`config.mk`:
```
export PLATFORM = sky130hd
export DESIGN_NAME = seg_blk_xlat
export DESIGN_NICKNAME = d
export VERILOG_FILES = /design/src/rtl/xlat_pkg.sv /design/src/rtl/xlat_seg_file.sv /design/src/rtl/xlat_blk_array.sv /design/src/rtl/seg_blk_xlat.sv
export SDC_FILE = /design/constraint.sdc
export NUM_CORES = 1
export LEC_CHECK = 0
export ABC_AREA = 0
export BUFFER_PORTS_ARGS = -buffer_cell sky130_fd_sc_hd__buf_2
export CORE_ASPECT_RATIO = 2
export CORE_MARGIN = 1
export CORE_UTILIZATION = 30
export CTS_CLUSTER_DIAMETER = 30
export DETAILED_ROUTE_END_ITERATION = 10
export PLACE_DENSITY = 0.55
export SETUP_SLACK_MARGIN = 0.2
export SYNTH_ARGS = -nofsm -noshare
export SYNTH_HDL_FRONTEND = slang
export SYNTH_SLANG_ARGS = --single-unit
```
`constraint.sdc`:
```
create_clock -name clk -period 3.2 [get_ports clk]
set_input_delay 0.32 -clock clk [delete_from_list [all_inputs] [get_ports clk]]
set_output_delay 0.32 -clock clk [all_outputs]
set_load 0.05 [all_outputs]
```
`src/rtl/xlat_pkg.sv`:
```
// Shared widths and the configuration target encoding for the translator.
// Assumes a 32-bit logical address and 4 KB pages.
package xlat_pkg;
    localparam int ADDR_W     = 32;
    localparam int SEG_IDX_W  = 4;
    localparam int VSID_W     = 24;
    localparam int VA_W       = VSID_W + ADDR_W - SEG_IDX_W;
    localparam int BLK_LO     = 17;
    localparam int TAG_W      = ADDR_W - BLK_LO;
    localparam int MASK_W     = TAG_W - SEG_IDX_W;
    localparam int NUM_BLK    = 4;

    typedef enum logic [2:0] {
        TGT_SEG = 3'd0,
        TGT_IUP = 3'd1,
        TGT_ILO = 3'd2,
        TGT_DUP = 3'd3,
        TGT_DLO = 3'd4
    } cfg_tgt_e;
endpackage

```
`src/rtl/xlat_seg_file.sv`:
```
// Segment register file: one virtual segment identifier per segment.
// The caller gates writes by privilege. The read is combinational.
module xlat_seg_file #(
    parameter int SEG_IDX_W = 4,
    parameter int VSID_W    = 24
) (
    input  logic                 clk,
    input  logic                 rst_n,
    input  logic                 wr_en,
    input  logic [SEG_IDX_W-1:0] wr_idx,
    input  logic [VSID_W-1:0]    wr_vsid,
    input  logic [SEG_IDX_W-1:0] rd_idx,
    output logic [VSID_W-1:0]    rd_vsid
);
    localparam int NUM_SEG = 1 << SEG_IDX_W;

    logic [VSID_W-1:0] seg_q [NUM_SEG];

    // Hold or load the segment identifiers.
    always_ff @(posedge clk) begin
        if (!rst_n) begin
            for (int i = 0; i < NUM_SEG; i++) seg_q[i] <= '0;
        end else if (wr_en) begin
            seg_q[wr_idx] <= wr_vsid;
        end
    end

    // Select the segment for the lookup.
    assign rd_vsid = seg_q[rd_idx];

    AST_SEG_LOAD: assert property (@(posedge clk) disable iff (!rst_n)
        wr_en |=> seg_q[$past(wr_idx)] == $past(wr_vsid));
endmodule

```
`src/rtl/xlat_blk_array.sv`:
```
// Block descriptor array with masked tag compare and lowest-index priority.
// Upper word: tag[31:17], mask[MASK_W+1:2], sup-valid[1], user-valid[0].
// Lower word: physical block number[31:17], protection[1:0].
// Assumes the caller has already gated writes by privilege and index range.
module xlat_blk_array #(
    parameter int NUM_BLK = 4,
    parameter int TAG_W   = 15,
    parameter int MASK_W  = 11
) (
    input  logic                       clk,
    input  logic                       rst_n,
    input  logic                       wr_upper,
    input  logic                       wr_lower,
    input  logic [$clog2(NUM_BLK)-1:0] wr_idx,
    input  logic [31:0]                wr_data,
    input  logic [TAG_W-1:0]           lk_tag,
    input  logic                       lk_sup,
    output logic                       lk_hit,
    output logic [TAG_W-1:0]           lk_pbn,
    output logic [1:0]                 lk_pp
);
    localparam int IDX_W = $clog2(NUM_BLK);
    localparam int FIX_W = TAG_W - MASK_W;

    logic [TAG_W-1:0]  tag_q  [NUM_BLK];
    logic [MASK_W-1:0] mask_q [NUM_BLK];
    logic [TAG_W-1:0]  pbn_q  [NUM_BLK];
    logic [1:0]        pp_q   [NUM_BLK];
    logic [NUM_BLK-1:0] sv_q, uv_q, match;
    logic [IDX_W-1:0]  sel;
    logic [TAG_W-1:0]  sel_mask;

    // Load the descriptor words.
    always_ff @(posedge clk) begin
        if (!rst_n) begin
            sv_q <= '0;
            uv_q <= '0;
            for (int i = 0; i < NUM_BLK; i++) begin
                tag_q[i]  <= '0;
                mask_q[i] <= '0;
                pbn_q[i]  <= '0;
                pp_q[i]   <= '0;
            end
        end else begin
            if (wr_upper) begin
                tag_q[wr_idx]  <= wr_data[31 -: TAG_W];
                mask_q[wr_idx] <= wr_data[MASK_W+1:2];
                sv_q[wr_idx]   <= wr_data[1];
                uv_q[wr_idx]   <= wr_data[0];
            end
            if (wr_lower) begin
                pbn_q[wr_idx] <= wr_data[31 -: TAG_W];
                pp_q[wr_idx]  <= wr_data[1:0];
            end
        end
    end

    // Compare each entry against the tag under its own mask.
    for (genvar g = 0; g < NUM_BLK; g++) begin : g_cmp
        logic [TAG_W-1:0] ign;
        assign ign = {{FIX_W{1'b0}}, mask_q[g]};
        assign match[g] = (((lk_tag ^ tag_q[g]) & ~ign) == '0) &&
                          (lk_sup ? sv_q[g] : uv_q[g]);
    end

    // Pick the lowest-numbered matching entry.
    always_comb begin
        sel    = '0;
        lk_hit = 1'b0;
        for (int i = NUM_BLK - 1; i >= 0; i--) begin
            if (match[i]) begin
                sel    = IDX_W'(i);
                lk_hit = 1'b1;
            end
        end
    end

    // Substitute the unmasked bits with the physical block number.
    assign sel_mask = {{FIX_W{1'b0}}, mask_q[sel]};
    assign lk_pbn   = (pbn_q[sel] & ~sel_mask) | (lk_tag & sel_mask);
    assign lk_pp    = pp_q[sel];

    AST_BLK_LOAD: assert property (@(posedge clk) disable iff (!rst_n)
        wr_upper |=> tag_q[$past(wr_idx)] == $past(wr_data[31 -: TAG_W]));
    AST_PRIO_LOW: assert property (@(posedge clk) disable iff (!rst_n)
        (lk_hit && match[0]) |-> sel == '0);
endmodule

```
`src/rtl/seg_blk_xlat.sv`:
```
// Top of the translator. It decodes the configuration port, runs the segment
// lookup and both descriptor arrays in parallel, and registers one response
// per request. Assumes privilege is given as an input on each port.
module seg_blk_xlat
    import xlat_pkg::*;
(
    input  logic              clk,
    input  logic              rst_n,
    input  logic              cfg_we,
    input  logic              cfg_sup,
    input  logic [2:0]        cfg_sel,
    input  logic [3:0]        cfg_idx,
    input  logic [31:0]       cfg_wdata,
    output logic              priv_err,
    input  logic              req_valid,
    input  logic              req_data,
    input  logic              req_write,
    input  logic              req_sup,
    input  logic [ADDR_W-1:0] req_addr,
    output logic              rsp_valid,
    output logic              rsp_blk_hit,
    output logic              rsp_walk,
    output logic              rsp_prot_fault,
    output logic [ADDR_W-1:0] rsp_paddr,
    output logic [VA_W-1:0]   rsp_vaddr
);
    localparam int IDX_W = $clog2(NUM_BLK);

    logic             wr_ok, blk_idx_ok;
    logic [VSID_W-1:0] vsid;
    logic             i_hit, d_hit, hit;
    logic [TAG_W-1:0] i_pbn, d_pbn, pbn;
    logic [1:0]       i_pp, d_pp, pp;
    logic             fault;

    // Accept a write only in supervisor state and for an existing entry.
    assign wr_ok      = cfg_we && cfg_sup;
    assign blk_idx_ok = int'(cfg_idx) < NUM_BLK;

    xlat_seg_file #(.SEG_IDX_W(SEG_IDX_W), .VSID_W(VSID_W)) u_seg (
        .clk     (clk),
        .rst_n   (rst_n),
        .wr_en   (wr_ok && cfg_sel == TGT_SEG),
        .wr_idx  (cfg_idx[SEG_IDX_W-1:0]),
        .wr_vsid (cfg_wdata[VSID_W-1:0]),
        .rd_idx  (req_addr[ADDR_W-1 -: SEG_IDX_W]),
        .rd_vsid (vsid)
    );

    xlat_blk_array #(.NUM_BLK(NUM_BLK), .TAG_W(TAG_W), .MASK_W(MASK_W)) u_iblk (
        .clk      (clk),
        .rst_n    (rst_n),
        .wr_upper (wr_ok && blk_idx_ok && cfg_sel == TGT_IUP),
        .wr_lower (wr_ok && blk_idx_ok && cfg_sel == TGT_ILO),
        .wr_idx   (cfg_idx[IDX_W-1:0]),
        .wr_data  (cfg_wdata),
        .lk_tag   (req_addr[ADDR_W-1:BLK_LO]),
        .lk_sup   (req_sup),
        .lk_hit   (i_hit),
        .lk_pbn   (i_pbn),
        .lk_pp    (i_pp)
    );

    xlat_blk_array #(.NUM_BLK(NUM_BLK), .TAG_W(TAG_W), .MASK_W(MASK_W)) u_dblk (
        .clk      (clk),
        .rst_n    (rst_n),
        .wr_upper (wr_ok && blk_idx_ok && cfg_sel == TGT_DUP),
        .wr_lower (wr_ok && blk_idx_ok && cfg_sel == TGT_DLO),
        .wr_idx   (cfg_idx[IDX_W-1:0]),
        .wr_data  (cfg_wdata),
        .lk_tag   (req_addr[ADDR_W-1:BLK_LO]),
        .lk_sup   (req_sup),
        .lk_hit   (d_hit),
        .lk_pbn   (d_pbn),
        .lk_pp    (d_pp)
    );

    // Choose the descriptor set by access kind and check protection.
    assign hit   = req_data ? d_hit : i_hit;
    assign pbn   = req_data ? d_pbn : i_pbn;
    assign pp    = req_data ? d_pp  : i_pp;
    assign fault = (pp == 2'b00) || (pp == 2'b01 && req_write);

    // Flag a rejected user-state write for one cycle.
    always_ff @(posedge clk) begin
        if (!rst_n) priv_err <= 1'b0;
        else        priv_err <= cfg_we && !cfg_sup;
    end

    // Register the response.
    always_ff @(posedge clk) begin
        if (!rst_n) begin
            rsp_valid      <= 1'b0;
            rsp_blk_hit    <= 1'b0;
            rsp_walk       <= 1'b0;
            rsp_prot_fault <= 1'b0;
            rsp_paddr      <= '0;
            rsp_vaddr      <= '0;
        end else begin
            rsp_valid <= req_valid;
            if (req_valid) begin
                rsp_blk_hit    <= hit;
                rsp_walk       <= !hit;
                rsp_prot_fault <= hit && fault;
                rsp_paddr      <= hit ? {pbn, req_addr[BLK_LO-1:0]} : '0;
                rsp_vaddr      <= {vsid, req_addr[ADDR_W-SEG_IDX_W-1:0]};
            end
        end
    end

    AST_ONE_OUTCOME: assert property (@(posedge clk) disable iff (!rst_n)
        rsp_valid |-> (rsp_walk ^ rsp_blk_hit));
    AST_PRIV_PULSE: assert property (@(posedge clk) disable iff (!rst_n)
        (cfg_we && !cfg_sup) |=> priv_err);
    AST_PRIV_QUIET: assert property (@(posedge clk) disable iff (!rst_n)
        !(cfg_we && !cfg_sup) |=> !priv_err);
    AST_FAULT_ON_HIT: assert property (@(posedge clk) disable iff (!rst_n)
        rsp_prot_fault |-> rsp_blk_hit);
    AST_RSP_FOLLOWS: assert property (@(posedge clk) disable iff (!rst_n)
        req_valid |=> rsp_valid);
    AST_OFFSET_KEPT: assert property (@(posedge clk) disable iff (!rst_n)
        req_valid |=> rsp_vaddr[11:0] == $past(req_addr[11:0]));
endmodule

```
* Word-level counts from Yosys, hierarchy flattened
Memory sizes are Yosys's and may differ from the RTL's. A register that Yosys moved wholly into a read port is not among the register bits.
Index checks and enable logic that the tools add are counted.
** Storage, ports and cells
- Register bits after elaboration :: 105
- RAM bits :: 728
- Bits of input ports :: 79
- Word-level logic and storage cells :: 179
- Memories kept :: 9
** Memory list
- u_seg.seg_q :: words 16, bits a word 24, read ports 1, clocked after Yosys merged registers in 1, write ports 16, RTL line xlat_seg_file.sv:17 : logic [VSID_W-1:0] seg_q [NUM_SEG];
- u_dblk.pbn_q :: words 4, bits a word 15, read ports 1, clocked after Yosys merged registers in 0, write ports 4, RTL line xlat_blk_array.sv:27 : logic [TAG_W-1:0] pbn_q [NUM_BLK];
- u_dblk.tag_q :: words 4, bits a word 15, read ports 4, clocked after Yosys merged registers in 0, write ports 4, RTL line xlat_blk_array.sv:25 : logic [TAG_W-1:0] tag_q [NUM_BLK];
- u_iblk.pbn_q :: words 4, bits a word 15, read ports 1, clocked after Yosys merged registers in 0, write ports 4, RTL line xlat_blk_array.sv:27
- u_iblk.tag_q :: words 4, bits a word 15, read ports 4, clocked after Yosys merged registers in 0, write ports 4, RTL line xlat_blk_array.sv:25
- u_dblk.mask_q :: words 4, bits a word 11, read ports 5, clocked after Yosys merged registers in 0, write ports 4, RTL line xlat_blk_array.sv:26 : logic [MASK_W-1:0] mask_q [NUM_BLK];
- 3 more memories
** Operators by class
- $lt $le $gt $ge :: 3
- Equality and inequality tests :: 5
- Multiplexer cells :: 77
- Bitwise logic cells :: 32
- Reduce and logical (&&, ||, !) cells :: 42
** Operators with widths (number)
- 15-bit bitwise AND :: 10
- 11-bit inverter with 15-bit output :: 10
- 15-bit logical NOT :: 8
- 15-bit XOR :: 8
- 15-bit 2-to-1 mux :: 5
- 15-bit OR reduction :: 4
- 1-bit 2-to-1 mux :: 43
- 2-bit 2-to-1 mux :: 19
- 32-bit 2-to-1 mux :: 1
- 15-bit by 11-bit bitwise AND with 15-bit output :: 2
- 15-bit OR :: 2
- 24-bit 2-to-1 mux :: 1
- 24-bit OR reduction :: 1
- 11-bit 2-to-1 mux :: 2
- 11-bit OR reduction :: 2
- 1-bit logical AND :: 19
- 4-bit bitwise mux :: 4
- 3-bit by 2-bit equality test with 1-bit output, second input constant :: 2
- 4-bit by 3-bit < comparator with 1-bit output, second input constant :: 1
- 4-bit 2-to-1 mux :: 1
- 2-bit OR reduction :: 2
- 3-bit by 1-bit equality test with 1-bit output, second input constant :: 1
- 3-bit equality test, second input constant :: 1
- 1-bit logical NOT :: 3
- 7 further kinds :: 7

* Depth between registers and ports, before layout
Gate-level depths: netlist of the first run.
An unclocked memory read counts as a cell.
- Depth after elaboration :: 15
- Mapped depth :: 14
- Mapped depth without buffers :: 9

* Cells and area by module
Synthesis of the first run repeated with hierarchy kept, for this count alone.
** Unflattened totals
- Cell total of the unflattened synthesis :: 2841
- Area total of the unflattened synthesis :: 37860.1 µm²
** Modules (own cells, without submodules)
- xlat_seg_file :: instances 1, cells each 1070, area an instance 17201.5 µm²
- xlat_blk_array (u_iblk) :: instances 1, cells each 717, area an instance 8602.0 µm²
- xlat_blk_array (u_dblk) :: instances 1, cells each 695, area an instance 8539.4 µm²
- seg_blk_xlat :: instances 1, cells each 359, area an instance 3517.1 µm²

* Least setup slack after synthesis of the first run
Ideal clock, no wire load.
- Path kind :: input to register
- Start point :: input port cfg_sel[2]
- End point :: memory u_dblk.mask_q[0][0] (enable)
- Setup time :: 0.445 ns
- Data arrival time :: 3.021 ns
- Path slack :: -0.266 ns
- Stages :: 4
- Buffers on the path :: 1
- Cells stage by stage :: nor4_1 nand3_1 clkbuf_1 o21ai_0
** RTL lines
- from (decl) :: RTL line seg_blk_xlat.sv:11 : input logic [2:0] cfg_sel,
- to (decl) :: RTL line xlat_blk_array.sv:26

==> impl_metrics.tcl, run 1 <==
set metrics [dict create \
    result_of_the_run "finished with violations" \
    failed_checks "DRC, setup timing" \
    cts_tree "yes" \
    synth_enable_flop_cells 728 \
    cp_top_family "simple AND/OR/NAND/NOR gates" \
    postLayoutSetupSlackWorst_ns -0.0545 \
    synth.net_count 2957 \
    synth_flop_cell "sky130_fd_sc_hd__edfxtp_1" \
    fin_crit_ns 3.25 \
    maxCapViolations 0 \
    cell_type_with_the_highest_aggregate_area_in_the_netlist "sky130_fd_sc_hd__edfxtp_1" \
    final-hold-violation-count 0 \
    post_synth_and_or_nand_nor_area_fraction_pct 16.0 \
    synth_seq_area_share_pct 62.6 \
    detailed_route_vias_per_instance 5.02 \
    cellLeakagePower_nw 17.9 \
    post_synth_xor_area_fraction_pct 2.79 \
    post_route_cells_drive_above_1_share_pct 28.5 \
    synth_area_leaders "sky130_fd_sc_hd__edfxtp_1, sky130_fd_sc_hd__and2_1, sky130_fd_sc_hd__mux4_2" \
    drc 4 \
    critPathSlowestCell "sky130_fd_sc_hd__or4b_4" \
    crit_path_cell_trace "xnor2_2 > buf_4 > o22ai_4 > nor4_4 > or4b_4 > buf_6 > buf_12 > nand3_2 > mux2i_1 > nor4_2 > a311oi_2 > buf_4 > a221o_1" \
    gpl.final_weighted_congestion 0.944 \
    worst_slew_margin_rel_pct 28.9 \
    finClkSkew_ns 0.0289 \
    count_of_state_elements_after_synthesis 833 \
    synth.lib_cells_used.distinct 84 \
    floorplan.die_area_sq_um 129000 \
    cellPowerDensity_nw_per_um2 618 \
    grt_setup_unrepaired "yes" \
    chipWidth_um 255 \
    total_clock_buffers_created_by_cts 133 \
    synth-warning-count 0 \
    hold_path_startpoint "cfg_wdata[13]" \
    design.core.area_sq_um 127000 \
    initial_utilization_pct 30.2 \
    critPathMostFrequentCell "sky130_fd_sc_hd__buf_4" \
    vias 25400 \
    placed_insts 4771 \
    critPathRequiredTime_ns 3.83 \
    critPathLaunch "u_dblk.tag_q[0][5]" \
    timing.setup.tns_ns -0.0969 \
    first_pass_grt_wire_length_um 185000 \
    ir_drop_worst_case_vdd_uv 495 \
    worst_setup_path_end_kind "flop" \
    report.power.total_mw 30.1 \
    clock_sinks 833 \
    wirelength_um 132000 \
    worst_hold_path_type "primary input to flop" \
    globalRoute.totalOverflow 0 \
    synth.cell_area_sq_um 38300 \
    finalCritPeriodShare_pct 102 \
    syn_inst 2878 \
    grt_antenna_before_repair 12 \
    worst_path_largest_cell_delay_ns 0.57 \
    rows 185 \
    layout_area_overhead_pct 27.4 \
    ant_nets 0 \
    insertion_delay_ns 0.76 \
    cts-root-buf "sky130_fd_sc_hd__clkbuf_16" \
    clockBufferDepth 3 \
    setup_viol 3 \
    adder_cell_area_share_of_the_yosys_netlist_pct 0 \
    slew_violations 0 \
    grt_start_max_net_pins 79 \
    drt_iter0_drc 1990 \
    tightest_slew_ns 1.07 \
    synth_compound_area_share_pct 5.37 \
    critical_path_class "flop to flop" \
    async_flop_share_pct 0 \
    yosys-mux-area-fraction_pct 10.0 \
    regToRegStartpoint "u_dblk.tag_q[0][5]" \
    average_footprint_of_a_synthesized_cell_sq_um 13.3 \
    cp_data_arrival_time_ns 3.89 \
    critical_path_peak_fanout 8 \
    max_fclk_mhz 307 \
    placement.io_buffers 167 \
    net_count_final 3350 \
    grt_pass1_vias 25900 \
    start_kind "flop" \
    die_h_um 507 \
    grtUsageTotal_pct 20.4 \
    first_pass_iters 8 \
    finalNonFillerCells 5071 \
    clkSlewWorstSetupHoldPaths_ns 0.06 \
    synth_top_family_by_area "simple AND/OR/NAND/NOR gates" \
    reg2reg_slack_ns -0.05 \
    pin_count 168 \
    worst-path-buf-inv 4 \
    synth_largest_type_area_fraction_pct 57.1 \
    detail_route.wl_per_cell_um 26.0 \
    clock_tree.htree_level_count 4 \
    finalCoreUtilization_pct 38.4 \
    dpl.hpwl_um 91300 \
]
[power breakdown]
part	internal [mW]	switching, mW	leakage, nW	total, mW
Combinational	0.829	1.50	7.84	2.33
Clock	9.61	5.59	2.25	15.2
Sequential	12.3	0.268	7.77	12.6
[path summary, 6_finish.rpt]
kind,end,depth (start not counted)
setup / recovery,rsp_paddr[27],13
hold / removal,u_seg.seg_q[11][13],2
setup reg to reg,rsp_paddr[27],13
hold reg to reg,rsp_vaddr[0],2
[flip-flops by register name (all words and copies together), names as in the netlist]
signal,cells
priv_err,1
u_iblk.sv_q,4
rsp_vaddr,52
u_iblk.tag_q,60
u_dblk.tag_q,60
u_dblk.mask_q,44
u_dblk.sv_q,4
rsp_paddr,32
rsp_valid,1
u_iblk.mask_q,44
rsp_walk,1
u_iblk.pbn_q,60
rsp_prot_fault,1
u_dblk.pp_q,8
u_dblk.pbn_q,60
u_seg.seg_q,384
u_iblk.uv_q,4
u_dblk.uv_q,4
rsp_blk_hit,1
u_iblk.pp_q,8
[Yosys cell counts, types with 13 or more instances]
cell and instances:
sky130_fd_sc_hd__edfxtp_1 728, sky130_fd_sc_hd__and2_1 544, sky130_fd_sc_hd__nor2_1 248, sky130_fd_sc_hd__clkbuf_1 165, sky130_fd_sc_hd__mux4_2 120, sky130_fd_sc_hd__xnor2_1 109, sky130_fd_sc_hd__dfxtp_1 105, sky130_fd_sc_hd__mux2i_1 105
sky130_fd_sc_hd__nand2_1 94, sky130_fd_sc_hd__a21oi_1 69, sky130_fd_sc_hd__o21ai_0 60, sky130_fd_sc_hd__inv_1 59, sky130_fd_sc_hd__o22ai_1 56, sky130_fd_sc_hd__and3_1 54, sky130_fd_sc_hd__nand3_1 35, sky130_fd_sc_hd__nor3_1 30
sky130_fd_sc_hd__buf_2 21, sky130_fd_sc_hd__nor2b_1 21, sky130_fd_sc_hd__nor4_1 20, sky130_fd_sc_hd__buf_1 17, sky130_fd_sc_hd__a221o_1 15, sky130_fd_sc_hd__a211oi_1 13, sky130_fd_sc_hd__a22o_1 13
[area by class of cell]
type / count / area (sq um)
Sequential cell: 833 / 24000
Fill cell: 12100 / 78100
Multi-Input combinational cell: 1761 / 14000
Antenna cell: 5 / 12.5
Inverter: 61 / 230
Tap cell: 1683 / 2110
Clock buffer: 152 / 3450
Timing Repair Buffer: 481 / 3700
Clock inverter: 95 / 1260
[through the flow]
step | hold slack (ns) | worst slack (ns) | area, sq um
after floorplan | 0.392 | -0.266 | 38300
after global placement | 0.449 | -0.837 | 42800
after detailed placement | 0.452 | -0.722 | 42800
after CTS | 0.0238 | 0.0208 | 48200
after global routing | 0.0770 | -0.162 | 48700
final | 0.0634 | -0.0545 | 48800
[layer usage]
metal / track usage (%) / vias up / share of wire (%) / wire, um
li1: - / 11300 / - / -
met1: 21.2 / 12800 / 34 / 45300
met2: 38.0 / 953 / 54 / 71200
met3: 3.42 / 322 / 5.5 / 7200
met4: 11.5 / 8 / 6.1 / 7980
met5: 0 / - / 0.039 / 51
[logic make-up (layout without fill, tap and decap cells)]
group / after synthesis / count (layout)
AO/OA/AOI/OAI: 306 / 306
XOR/XNOR: 120 / 120
buffers and inverters: 284 / 789
flip-flops: 833 / 833
multiplexers: 232 / 232
other: 0 / 5
AND/OR/NAND/NOR: 1103 / 1103
[repair_timing]
| action | 4_1_cts | 5_1_grt |
|---|---|---|
| buffers inserted | 13 | 12 |
| gates resized for setup | 72 | 63 |
| endpoints found under the hold margin | 35 | 0 |
| setup endpoints to repair | 35 | 34 |
| gates cloned | 1 | 3 |
| hold buffers | 19 | 0 |
| pin swaps | 35 | 36 |
[layout by cell type, fill, tap and decap left out, types with 13 or more instances in the layout]
cell type / instances
sky130_fd_sc_hd__xnor2_2: 13
sky130_fd_sc_hd__nand2_1: 93
sky130_fd_sc_hd__o22ai_1: 53
sky130_fd_sc_hd__nor2_1: 228
sky130_fd_sc_hd__bufinv_16: 21
sky130_fd_sc_hd__a221o_1: 15
sky130_fd_sc_hd__nor2_2: 19
sky130_fd_sc_hd__buf_6: 18
sky130_fd_sc_hd__and3_1: 54
sky130_fd_sc_hd__nand3_1: 31
sky130_fd_sc_hd__inv_1: 58
sky130_fd_sc_hd__dlygate4sd3_1: 19
sky130_fd_sc_hd__o21ai_4: 17
sky130_fd_sc_hd__edfxtp_1: 728
sky130_fd_sc_hd__mux2i_1: 99
sky130_fd_sc_hd__and2_1: 543
sky130_fd_sc_hd__clkinvlp_4: 15
sky130_fd_sc_hd__o21ai_0: 26
sky130_fd_sc_hd__buf_2: 164
sky130_fd_sc_hd__a21oi_1: 67
sky130_fd_sc_hd__clkbuf_16: 139
sky130_fd_sc_hd__a22o_1: 13
sky130_fd_sc_hd__buf_12: 23
sky130_fd_sc_hd__buf_4: 251
sky130_fd_sc_hd__clkinv_2: 14
sky130_fd_sc_hd__dfxtp_1: 105
sky130_fd_sc_hd__nor2b_1: 21
sky130_fd_sc_hd__xnor2_1: 98
sky130_fd_sc_hd__mux4_2: 120
sky130_fd_sc_hd__clkbuf_1: 16
sky130_fd_sc_hd__nor3_1: 28
Power figures use the tool's default switching activity.
==> run 2, diff against run 1 <==
CORE_ASPECT_RATIO = unset   (was 2)
==> impl_metrics.tcl, run 2 (synthesized netlist as in run 1, its figures left out) <==
set metrics [dict create \
    mostFrequentLayoutCells "sky130_fd_sc_hd__edfxtp_1, sky130_fd_sc_hd__and2_1, sky130_fd_sc_hd__nor2_1" \
    critPathMostFrequentCell "sky130_fd_sc_hd__nor2_4" \
    dpl.hpwl_um 81300 \
    clock_tree.htree_level_count 4 \
    final-hold-violation-count 0 \
    initial_utilization_pct 30.4 \
    finalCoreUtilization_pct 40.0 \
    cts_tree "yes" \
    drc 0 \
    net_count_final 3377 \
    seq_area_sq_um 24000 \
    die_h_um 359 \
    cellLeakagePower_nw 18.7 \
    cellPowerDensity_nw_per_um2 680 \
    globalRoute.totalOverflow 0 \
    critical_path_class "flop to flop" \
    layout.cells.most_common "sky130_fd_sc_hd__edfxtp_1" \
    grt_setup_unrepaired "yes" \
    clock_sinks 833 \
    finalInstanceArea_sq_um 50400 \
    finClkSkew_ns 0.0532 \
    post_route_cells_drive_above_1_share_pct 29.1 \
    detailed_route_vias_per_instance 5.03 \
    critPathRequiredTime_ns 3.84 \
    rows 130 \
    slew_violations 0 \
    insertion_delay_ns 0.79 \
    placed_insts 4720 \
    vias 25700 \
    crit_path_cell_trace "xnor2_2 > o22ai_1 > or4_4 > a2111oi_4 > buf_4 > nor2_4 > nor2_4 > buf_12 > mux2i_1 > mux2_2 > a221o_1" \
    fin_crit_ns 3.02 \
    detail_route.wl_per_cell_um 24.9 \
    finalNonFillerCells 5115 \
    worst_path_largest_cell_delay_ns 0.56 \
    start_kind "flop" \
    cp_data_arrival_time_ns 3.66 \
    finalCritPeriodShare_pct 94.3 \
    tightest_slew_ns 0.900 \
    clkSlewWorstSetupHoldPaths_ns 0.05 \
    grtUsageTotal_pct 19.4 \
    grt_pass1_vias 25300 \
    total_clock_buffers_created_by_cts 187 \
    largest_register_ff_count 384 \
    setup_viol 0 \
    max_fclk_mhz 331 \
    critPathSlowestCell "sky130_fd_sc_hd__or4_4" \
    fillCellCount 11600 \
    worst_slew_margin_rel_pct 40.0 \
    timing.setup.tns_ns 0 \
    max_flop_register "u_seg.seg_q" \
    ant_nets 0 \
    placed_cell_area_sq_um 42900 \
    cts-root-buf "sky130_fd_sc_hd__clkbuf_16" \
    grt_start_max_net_pins 97 \
    layout_area_overhead_pct 31.7 \
    clockBufferDepth 3 \
    floorplan.die_area_sq_um 129000 \
    grt_antenna_before_repair 17 \
    placement.io_buffers 167 \
    pin_count 168 \
    chipWidth_um 359 \
    worst_setup_path_end_kind "flop" \
    design.core.area_sq_um 126000 \
    worst-path-buf-inv 2 \
    drt_iter0_drc 2464 \
    cp_top_family "simple AND/OR/NAND/NOR gates" \
    first_pass_iters 5 \
    wirelength_um 127000 \
    maxCapViolations 0 \
    report.power.total_mw 34.3 \
    result_of_the_run "finished clean" \
    multi_input_comb_area_sq_um 13900 \
    worst_hold_path_type "primary input to flop" \
    critical_path_peak_fanout 4 \
    ir_drop_worst_case_vdd_uv 623 \
    gpl.final_weighted_congestion 0.897 \
    first_pass_grt_wire_length_um 181000 \
]
run 2: cell count changes in the layout (fill, tap and decap cells not counted), sizes merged:
cell           delta
clkbuf           +82
buf              -30
clkdlybuf4s15     +1
clkinv           +28
clkinvlp          +2
dlygate4sd3       +3
bufinv            +5
diode             -1
inv              -13
run 2: cell type report:
| cell class | instances | area share [%] |
|---|---|---|
| inverters | 61 | 0.459 |
| clock buffers | 235 | 9.97 |
| well taps | 1650 | 4.10 |
| clock inverters | 117 | 2.94 |
| repair buffers | 454 | 7.32 |
| flip-flops and latches | 833 | 47.6 |
| multi-input cells | 1761 | 27.6 |
| diodes | 4 | 0.0199 |
run 2: timing repair:
item                                    in CTS  in global routing
endpoints found under the setup margin      20                 35
setup buffers                                6                  6
hold endpoints to repair                    48                  0
gates resized for setup                     45                 62
hold buffers                                22                  0
gates cloned                                 1                  4
pin swaps                                   27                 27
run 2: final timing paths:
| path | cells after the start | slack [ns] | end | from |
|---|---|---|---|---|
| worst max-delay path | 11 | 0.18 | rsp_paddr[21] | u_iblk.tag_q[3][8] |
| worst min-delay path | 2 | 0.05 | u_seg.seg_q[2][14] | cfg_wdata[14] |
| worst max register to register | 11 | 0.18 | rsp_paddr[21] | u_iblk.tag_q[3][8] |
| worst min register to register | 2 | 0.46 | rsp_vaddr[0] | rsp_vaddr[0] |
run 2: worst register-to-register path: stages (launching register included):
cell                        delay, ns
sky130_fd_sc_hd__edfxtp_1        0.42
sky130_fd_sc_hd__xnor2_2         0.24
sky130_fd_sc_hd__o22ai_1         0.13
sky130_fd_sc_hd__or4_4           0.56
sky130_fd_sc_hd__a2111oi_4       0.19
sky130_fd_sc_hd__buf_4           0.18
sky130_fd_sc_hd__nor2_4          0.05
sky130_fd_sc_hd__nor2_4          0.14
sky130_fd_sc_hd__buf_12          0.13
sky130_fd_sc_hd__mux2i_1         0.20
sky130_fd_sc_hd__mux2_2          0.35
sky130_fd_sc_hd__a221o_1         0.31
run 2: metrics by stage:
step	hold WS, ns	setup slack [ns]
after floorplan	0.392	-0.266
after global placement	0.448	-0.290
after detailed placement	0.452	-0.291
after CTS	0.00202	0.201
after global routing	0.0413	0.0563
final	0.0469	0.181
run 2: power by group:
group          switching (mW)  internal (mW)
Sequential              0.273           12.4
Clock                    6.22           13.2
Combinational            1.42          0.832
Total                    7.92           26.4
run 2: layer usage:
layer | vias to the layer above | wire, um | GRT usage, %
met4 | 8 | 3560 | 6.91
met5 | - | 58 | 0
met1 | 13000 | 54400 | 26.0
li1 | 11400 | - | -
met2 | 1096 | 59500 | 30.7
met3 | 217 | 9600 | 4.11
